--- config.mk ---
export PLATFORM = sky130hd
export DESIGN_NAME = strobe_scratchpad
export DESIGN_NICKNAME = d
export VERILOG_FILES = /design/src/rtl/sp_pkg.sv /design/src/rtl/sp_addr_counter.sv /design/src/rtl/sp_bank.sv /design/src/rtl/sp_out_latch.sv /design/src/rtl/strobe_scratchpad.sv
export SDC_FILE = /design/constraint.sdc
export NUM_CORES = 1
export LEC_CHECK = 0
export BUFFER_PORTS_ARGS = -buffer_cell sky130_fd_sc_hd__buf_2
export CAP_MARGIN = 15
export CORE_MARGIN = 2
export CORE_UTILIZATION = 45
export CTS_CLUSTER_DIAMETER = 50
export DETAILED_ROUTE_END_ITERATION = 16
export MAX_ROUTING_LAYER = met4
export PLACE_DENSITY = 0.72
export SLEW_MARGIN = 30
export SYNTH_ARGS = -nofsm -noshare
export SYNTH_HDL_FRONTEND = slang
export SYNTH_SLANG_ARGS = --single-unit
--- constraint.sdc ---
create_clock -name clk -period 1.7 [get_ports clk]
set_input_delay 0.255 -clock clk [delete_from_list [all_inputs] [get_ports clk]]
set_output_delay 0.255 -clock clk [all_outputs]
set_load 0.1 [all_outputs]
--- src/rtl/sp_pkg.sv ---
// Shared sizes and types for the strobe-sequenced scratchpad.
// Assumes the bank count and bank depth are powers of two.
package sp_pkg;
    parameter int WORD_W     = 4;
    parameter int BANK_DEPTH = 16;
    parameter int BANKS      = 4;
    localparam int LOW_W  = $clog2(BANK_DEPTH);
    localparam int SEL_W  = $clog2(BANKS);
    localparam int ADDR_W = LOW_W + SEL_W;

    typedef logic [ADDR_W-1:0] addr_t;
    typedef logic [WORD_W-1:0] word_t;
endpackage

--- src/rtl/sp_addr_counter.sv ---
// Address counter stepped or loaded on the strobe's rising edge.
// Assumes the strobe is synchronous to clk; reset holds the edge detector
// in the "was high" state so that a high strobe after reset is not an edge.
module sp_addr_counter #(
    parameter int ADDR_W = 6
) (
    input  logic              clk,
    input  logic              rst_n,
    input  logic              strobe,
    input  logic              load_mode,
    input  logic [ADDR_W-1:0] load_addr,
    output logic [ADDR_W-1:0] addr,
    output logic              rise
);
    logic strobe_q;

    assign rise = strobe & ~strobe_q;

    // Remember last strobe level for edge detection
    always_ff @(posedge clk) begin
        if (!rst_n) strobe_q <= 1'b1;
        else        strobe_q <= strobe;
    end

    // Step or load the address on a strobe rising edge
    always_ff @(posedge clk) begin
        if (!rst_n)         addr <= '0;
        else if (rise) begin
            if (load_mode)  addr <= load_addr;
            else            addr <= addr + 1'b1;
        end
    end


    addr_hold_chk: assert property (@(posedge clk) disable iff (!rst_n)
        !rise |=> $stable(addr));

    addr_load_chk: assert property (@(posedge clk) disable iff (!rst_n)
        (rise && load_mode) |=> (addr == $past(load_addr)));
endmodule

--- src/rtl/sp_bank.sv ---
// One bank of the scratchpad: synchronous write, combinational read.
// Assumes we is already qualified by the bank select; contents are not reset.
module sp_bank #(
    parameter int WORD_W = 4,
    parameter int DEPTH  = 16
) (
    input  logic                     clk,
    input  logic                     we,
    input  logic [$clog2(DEPTH)-1:0] a,
    input  logic [WORD_W-1:0]        d,
    output logic [WORD_W-1:0]        q
);
    logic [WORD_W-1:0] cells [DEPTH];

    // Store the data word while the write is active
    always_ff @(posedge clk) begin
        if (we) cells[a] <= d;
    end

    assign q = cells[a];
endmodule

--- src/rtl/sp_out_latch.sv ---
// Output latch modelled on clk: follows d while en_n is low, holds otherwise.
// Assumes en_n is the sampled strobe level.
module sp_out_latch #(
    parameter int WORD_W = 4
) (
    input  logic              clk,
    input  logic              rst_n,
    input  logic              en_n,
    input  logic [WORD_W-1:0] d,
    output logic [WORD_W-1:0] q
);
    // Track the input while open, freeze while closed
    always_ff @(posedge clk) begin
        if (!rst_n)     q <= '0;
        else if (!en_n) q <= d;
    end


    latch_hold_chk: assert property (@(posedge clk) disable iff (!rst_n)
        en_n |=> $stable(q));
endmodule

--- src/rtl/strobe_scratchpad.sv ---
// Top level: counter-addressed scratchpad of BANKS banks of BANK_DEPTH words.
// The upper address bits are decoded into bank selects, and the addressed
// bank's word feeds the output latch. A single strobe paces the counter, the
// latch and the active-low write enable.
// Assumes the strobe is synchronous to clk.
module strobe_scratchpad
    import sp_pkg::*;
(
    input  logic        clk,
    input  logic        rst_n,
    input  logic        strobe,
    input  logic        wr_mode,
    input  logic        load_mode,
    input  logic [5:0]  load_addr,
    input  logic [3:0]  din,
    output logic [3:0]  dout
);
    addr_t             addr;
    logic              rise;
    logic              we_n;
    logic [BANKS-1:0]  bank_sel;
    logic [BANKS-1:0]  bank_we;
    word_t             bank_q [BANKS];
    word_t             rd_word;
    logic [SEL_W-1:0]  sel_idx;
    logic [LOW_W-1:0]  low_idx;

    assign sel_idx = addr[ADDR_W-1:LOW_W];
    assign low_idx = addr[LOW_W-1:0];

    sp_addr_counter #(.ADDR_W(ADDR_W)) u_cnt (
        .clk       (clk),
        .rst_n     (rst_n),
        .strobe    (strobe),
        .load_mode (load_mode),
        .load_addr (load_addr),
        .addr      (addr),
        .rise      (rise)
    );

    // Active-low write enable: strobe LOW in write mode only
    assign we_n = ~(wr_mode & ~strobe);

    // Decode the upper address bits into bank selects
    always_comb begin
        bank_sel = '0;
        bank_sel[sel_idx] = 1'b1;
    end

    generate
        for (genvar b = 0; b < BANKS; b++) begin : g_bank
            assign bank_we[b] = ~we_n & bank_sel[b];
            sp_bank #(.WORD_W(WORD_W), .DEPTH(BANK_DEPTH)) u_bank (
                .clk (clk),
                .we  (bank_we[b]),
                .a   (low_idx),
                .d   (din),
                .q   (bank_q[b])
            );
        end
    endgenerate

    assign rd_word = bank_q[sel_idx];

    sp_out_latch #(.WORD_W(WORD_W)) u_lat (
        .clk   (clk),
        .rst_n (rst_n),
        .en_n  (strobe),
        .d     (rd_word),
        .q     (dout)
    );


    no_write_in_read_chk: assert property (@(posedge clk) disable iff (!rst_n)
        !wr_mode |-> (bank_we == '0));

    single_bank_write_chk: assert property (@(posedge clk) disable iff (!rst_n)
        $onehot0(bank_we));

    write_needs_low_chk: assert property (@(posedge clk) disable iff (!rst_n)
        strobe |-> (bank_we == '0));
endmodule

==> flow_metrics.env, run 1 <==
export IMPL_hold_viol_final=0
export IMPL_dieHeight_um=158.6
export IMPL_drive_above_1_share_pct=39.06
export IMPL_avgSynthCellArea_um2=18.35
export IMPL_async_flop_share_pct=0
export IMPL_antenna_found_initial=0
export IMPL_detailed_place_hpwl_mm=15.27
export IMPL_cts_hold_buf=0
export IMPL_cts_tree="done"
export IMPL_worstHoldPathType="input port to register"
export IMPL_cts_sinks=271
export IMPL_coreArea_um2=23470
export IMPL_ir_drop_uv=842.4
export IMPL_drc_errors=0
export IMPL_crit_required_ns=2.09
export IMPL_grt_max_degree=65
export IMPL_yosys_area_share_simple_pct=5.457
export IMPL_cpPeakStageDelay_ns=0.55
export IMPL_clk_pin_slew_ns=0.06
export IMPL_p_leak_nw=4.232
export IMPL_place_inst=978
export IMPL_clock_path_buffers=3
export IMPL_total_power_w=0.01351
export IMPL_yosysMostFrequentCell="edfxtp_1"
export IMPL_slew_viol_final=0
export IMPL_yosysSeqAreaShare_pct=74.28
export IMPL_clock_latency_ns=0.53
export IMPL_violations="setup timing"
export IMPL_min_period_over_period_pct=120.9
export IMPL_grt_pass1_vias=6120
export IMPL_synth_cell_types=32
export IMPL_ys_seq_elements=271
export IMPL_drtAntennaViolNets=0
export IMPL_grt_pass1_wl_mm=36.18
export IMPL_vias=5976
export IMPL_final_nets=723
export IMPL_fp_row_count=56
export IMPL_die_area_um2=25150
export IMPL_synth_compound_area_share_pct=4.142
export IMPL_slew_headroom_pct=53.00
export IMPL_wl_per_cell_um=23.11
export IMPL_synth_area_mux_share_pct=13.95
export IMPL_fin_skew_ns=0.01831
export IMPL_setup_ws_ns=-0.3554
export IMPL_outcome="finished with violations"
export IMPL_tightestPinTransition_ns=0.7051
export IMPL_rsz0062_at_grt="true"
export IMPL_crit_fanout=6
export IMPL_io_buffers=18
export IMPL_startpoint_type="register"
export IMPL_ys_flop_type="edfxtp_1"
export IMPL_postSynthCellCount=586
export IMPL_cts_root_buffer="clkbuf_16"
export IMPL_yosysWarnings=0
export IMPL_arrival_ns=2.44
export IMPL_num_fill_cells=1730
export IMPL_cts_buffers=26
export IMPL_critPathSlowestCell="mux4_2"
export IMPL_synth_common_cells="edfxtp_1 (256), nor2_1 (73), mux4_2 (60), a22oi_1 (29), nand2_1 (27)"
export IMPL_synth_xor_area_share_pct=0
export IMPL_area_delta_synth_final_pct=21.52
export IMPL_synth_edf_count=256
export IMPL_max_clock_freq_mhz=486.5
export IMPL_drtIter0Drc=597
export IMPL_p_per_area_nw_per_um2=1034
export IMPL_synth_top_cell_by_area="edfxtp_1"
export IMPL_final_cell_area_um2=13070
export IMPL_synth_adder_area_share_pct=0.4654
export IMPL_synth_top_family_by_area="multiplexers"
export IMPL_place_ws_ns=-0.3522
export IMPL_crit_type="register to register"
export IMPL_io_pins=19
export IMPL_via_per_inst=5.741
export IMPL_syn_num_nets=605
export IMPL_fp_dieW_um=158.6
export IMPL_fin_crit_ns=2.055
export IMPL_max_cap_violations=0
export IMPL_wl_mm=24.06
export IMPL_netlist_area_um2=10750
export IMPL_h_tree_depth=1
export IMPL_grt_ovfl_total=0
export IMPL_dpl_cell_area_um2=11890
export IMPL_crit_top_cell="a22oi_2"
export IMPL_grt_usage_pct=20.17
export IMPL_fin_cells=1041
export IMPL_synth_area_leaders="edfxtp_1 (71%), mux4_2 (13%), dfxtp_1 (2.8%)"
export IMPL_gp_congestion=0.9058
export IMPL_diodes=0
export IMPL_start_util_pct=45.82
export IMPL_setup_viol=4
export IMPL_cp_cell_sequence="buf_6, buf_12, mux4_2, a22oi_2, nand2_1, a22oi_2, a31oi_1"
export IMPL_endpoint_kind="register"
export IMPL_synth_top_cell_area_share_pct=71.48
export IMPL_firstDrtPassIters=7
-- final timing paths --
check                   from        endpoint  slack, ns  depth (start not counted)
hold / removal         rst_n  u_cnt.strobe_q       0.05                          2
setup / recovery    register      u_lat.q[2]      -0.36                          7
setup reg to reg    register      u_lat.q[2]      -0.36                          7
hold reg to reg   u_lat.q[3]      u_lat.q[3]       0.59                          2
-- critical path: cells and delay by family (launching register included) --
| kind | cells | cell delay (ns) |
|---|---|---|
| muxes | 1 | 0.55 |
| AOI/OAI and AO/OA | 3 | 0.52 |
| and+or+nand+nor | 1 | 0.09 |
| DFF | 1 | 0.45 |
| buffers and inverters | 2 | 0.29 |
-- cell type report --
cell class	count	area (µm²)	share of cell area [%]
Inverter	5	18.77	0.1436
Timing Repair Buffer	121	1080	8.262
Clock inverter	13	95.09	0.7276
Sequential cell	271	7995	61.18
Multi-Input combinational cell	279	2783	21.29
Clock buffer	33	698.2	5.342
Tap cell	319	399.1	3.054
-- routing by layer --
| metal | part of all wire [%] | global-route usage [%] |
|---|---|---|
| met1 | 41 | 27.40 |
| met2 | 48 | 31.75 |
| met3 | 9.0 | 3.783 |
| met4 | 2.3 | 5.534 |
| met5 | 0 | - |
-- power breakdown --
part           leakage, nW  internal (W)  switching [W]
clock network        0.388       0.00305        0.00232
logic                 1.42      0.000313       0.000471
registers             2.43       0.00732      0.0000317
total                 4.23        0.0107        0.00282
-- cell families after synthesis --
family | Yosys count
and+or+nand+nor | 135
buffers and inverters | 36
muxes | 74
AOI/OAI and AO/OA | 66
adders and majority gates | 4
DFF | 271
-- stage by stage --
stage | hold WS, ns | util, % | TNS [ns]
finish | 0.05143 | 55.68 | -1.305
global route | 0.04474 | 55.68 | -1.642
CTS | 0.02964 | 54.84 | -1.167
detailed placement | 0.5541 | 50.65 | -6.452
global placement | 0.5502 | 50.61 | -4.144
floorplan | 0.3539 | - | -1.720
-- sequential cells by signal, indices dropped and copies added, names as in the netlist, named ones only --
name,cells
g_bank.u_bank.cells,256
u_cnt.addr,6
u_lat.q,4
u_cnt.strobe_q,1
-- placed cells by master, fill, tap and decap left out, drive strengths merged, types with 2 or more instances in the layout --
cell type,instances
nor3,2
and3,4
mux4,60
a221oi,2
ha,4
nand3,7
a22oi,29
mux2,7
and2,4
mux2i,7
nor2b,14
o21ai,12
o221a,2
edfxtp,256
inv,5
a2111oi,2
dfxtp,15
a31oi,8
clkinv,11
nand2,27
clkbuf,34
buf,120
nor2,73
a21oi,10
-- repair_timing --
| action | CTS | global route |
|---|---|---|
| gates cloned | 2 | 1 |
| setup endpoints to repair | 24 | 161 |
| gates resized for setup | 17 | 38 |
| setup buffers | 8 | 6 |
| pin swaps | 5 | 6 |
(Power assumes the default switching activity.)
==> run 2, diff against run 1 <==
--- a/config.mk
+++ b/config.mk
@@ -5,6 +5,7 @@
 export SDC_FILE = /design/constraint.sdc
 export NUM_CORES = 1
 export LEC_CHECK = 0
+export ABC_AREA = 1
 export BUFFER_PORTS_ARGS = -buffer_cell sky130_fd_sc_hd__buf_2
 export CAP_MARGIN = 15
 export CORE_MARGIN = 2
==> run 2 against run 1 <==
  * The flow still finishes with violations (setup timing)
  * Worst hold slack lost 0.015 ns
  * Synthesized area increased by 9.1%
  * Via count is 40% higher
  * Register-to-register slack gained 0.33 ns
  * First-iteration DRC count up 63%
  * Critical path type unchanged
  * Clock skew fell by 0.0092 ns
  * Clock-buffer cell count increased by 4
  * Flip-flop and latch count is the same
  * Setup slack better by 0.33 ns
==> flow_metrics.env, run 2 <==
export IMPL_max_cap_violations=0
export IMPL_yosysWarnings=0
export IMPL_arrival_ns=1.92
export IMPL_diodes=0
export IMPL_drc_errors=0
export IMPL_fp_row_count=59
export IMPL_startpoint_type="register"
export IMPL_cpPeakStageDelay_ns=0.38
export IMPL_dpl_cell_area_um2=12610
export IMPL_avgSynthCellArea_um2=10.21
export IMPL_antenna_found_initial=0
export IMPL_crit_buf_inv=1
export IMPL_outcome="finished with violations"
export IMPL_grt_usage_pct=20.98
export IMPL_fin_crit_ns=1.726
export IMPL_io_pins=19
export IMPL_p_per_area_nw_per_um2=998.3
export IMPL_ys_flop_type="edfxtp_1"
export IMPL_final_common_cell="nand2_1"
export IMPL_async_flop_share_pct=0
export IMPL_yosysSeqAreaShare_pct=68.08
export IMPL_slew_headroom_pct=46.22
export IMPL_worstHoldPathType="input port to register"
export IMPL_min_period_over_period_pct=101.5
export IMPL_violations="setup timing"
export IMPL_ys_seq_elements=271
export IMPL_gp_congestion=0.9773
export IMPL_rsz0062_at_grt="true"
export IMPL_crit_family="simple AND/OR/NAND/NOR gates"
export IMPL_drtAntennaViolNets=0
export IMPL_via_per_inst=5.333
export IMPL_fin_cells=1572
export IMPL_cts_buffers=27
export IMPL_detailed_place_hpwl_mm=17.77
export IMPL_max_clock_freq_mhz=579.5
export IMPL_tightestPinTransition_ns=0.8058
export IMPL_crit_required_ns=1.90
export IMPL_yosysMostFrequentCell="nand2_1"
export IMPL_fin_skew_ns=0.009149
export IMPL_num_fill_cells=2180
export IMPL_layout_common_cells="nand2_1 (315), edfxtp_1 (256), nand3_1 (145)"
export IMPL_die_area_um2=27380
export IMPL_synth_area_leaders="edfxtp_1 (66%), nand2_1 (10%), nand3_1 (7.0%)"
export IMPL_final_nets=1237
export IMPL_grt_max_degree=58
export IMPL_top_register="g_bank.u_bank.cells"
export IMPL_endpoint_kind="register"
export IMPL_setup_viol=16
export IMPL_place_inst=1508
export IMPL_final_cell_area_um2=13820
export IMPL_synth_edf_count=256
export IMPL_place_ws_ns=0.005336
export IMPL_netlist_area_um2=11730
export IMPL_clock_latency_ns=0.52
export IMPL_coreArea_um2=25840
export IMPL_reg_largest_list="g_bank.u_bank.cells (256), u_cnt.addr (6), u_lat.q (4)"
export IMPL_grt_ovfl_total=0
export IMPL_ir_drop_uv=937.6
export IMPL_clock_path_buffers=3
export IMPL_drive_above_1_share_pct=14.96
export IMPL_firstDrtPassIters=5
export IMPL_synth_common_cells="nand2_1 (316), edfxtp_1 (256), nand3_1 (165), nor2_1 (143), inv_1 (131)"
export IMPL_p_leak_nw=5.471
export IMPL_wl_per_cell_um=18.16
export IMPL_slew_viol_final=0
export IMPL_cts_root_buffer="clkbuf_16"
export IMPL_start_util_pct=45.41
export IMPL_area_delta_synth_final_pct=17.81
export IMPL_total_power_w=0.01380
export IMPL_clk_pin_slew_ns=0.06
export IMPL_h_tree_depth=1
export IMPL_grt_pass1_wl_mm=42.43
export IMPL_critPathSlowestCell="nor2_1"
export IMPL_syn_num_nets=1168
export IMPL_crit_type="register to register"
export IMPL_cts_tree="done"
export IMPL_vias=8383
export IMPL_hold_viol_final=0
export IMPL_dieHeight_um=165.5
export IMPL_synth_top_cell_by_area="edfxtp_1"
export IMPL_drtIter0Drc=975
export IMPL_synth_cell_types=25
export IMPL_setup_ws_ns=-0.02560
export IMPL_io_buffers=18
export IMPL_synth_top_cell_area_share_pct=65.52
export IMPL_wl_mm=28.55
export IMPL_postSynthCellCount=1149
export IMPL_crit_fanout=5
export IMPL_largest_register_ffs=256
export IMPL_cts_sinks=271
export IMPL_cp_cell_sequence="inv_1, ha_1, nand3_1, nor2_1"
export IMPL_grt_pass1_vias=7788
export IMPL_fp_dieW_um=165.5
[run 2: stage by stage]
stage / hold slack [ns] / util [%] / setup TNS, ns
floorplan: 0.3250 / - / 0
finish: 0.03623 / 53.50 / -0.2526
CTS: 0.01485 / 51.93 / 0
global placement: 0.5056 / 48.79 / 0
detailed placement: 0.5117 / 48.79 / 0
global route: 0.04512 / 53.50 / -3.085
[run 2: worst register-to-register path, delay by kind of cell (launching register included)]
kind                     cells  cell delay [ns]
AND/OR/NAND/NOR              2             0.71
buffers and inverters        1             0.12
adder cells (fa/ha/maj)      1             0.23
flip-flops                   1             0.34
[run 2: what timing repair did]
action                                  in CTS  in global routing
buffers inserted                             0                  9
gates resized for setup                      0                 65
endpoints found under the setup margin       0                107
endpoints found under the hold margin        1                  0
hold buffers                                 1                  0
[run 2: cell families (layout without fill, tap and decap cells)]
group           Yosys count  in the layout  synth area share, %
simple gates            626            626                21.82
flops                   271            271                68.08
buf+inv                 191            279                6.985
compound gates           57             57                2.687
fa+ha+maj                 4              4               0.4266
[run 2: report_power, final]
part / internal, W / switching, W / total (W)
sequential: 0.00733 / 0.0000336 / 0.00736
combinational: 0.000336 / 0.000717 / 0.00105
clock: 0.00302 / 0.00237 / 0.00539
[run 2: final timing paths]
check / start / slack, ns / depth (start not counted) / endpoint
worst max-delay path: u_cnt.addr[1] / -0.03 / 4 / g_bank[1].u_bank.cells[9][1]
worst min register to register: u_cnt.addr[5] / 0.54 / 2 / u_cnt.addr[5]
worst max register to register: u_cnt.addr[1] / -0.03 / 4 / g_bank[1].u_bank.cells[9][1]
worst min-delay path: load_addr[1] / 0.04 / 3 / register
[run 2: routing by layer]
metal  share of wire [%]  vias up  GRT usage, %
met4                 1.9        0         6.034
met5                   0        -             -
met2                  48      448         34.25
met3                 9.2       49         2.897
li1                    -     3933             -
met1                  41     3953         27.71
[run 2: cell type report]
cell class / instances / area [µm²] / area share, %
Tap cell: 335 / 419.2 / 3.032
Inverter: 134 / 515.5 / 3.730
Timing Repair Buffer: 97 / 994.7 / 7.197
Clock buffer: 37 / 733.2 / 5.305
Clock inverter: 11 / 68.82 / 0.4979
Multi-Input combinational cell: 687 / 3098 / 22.41
Sequential cell: 271 / 7993 / 57.83
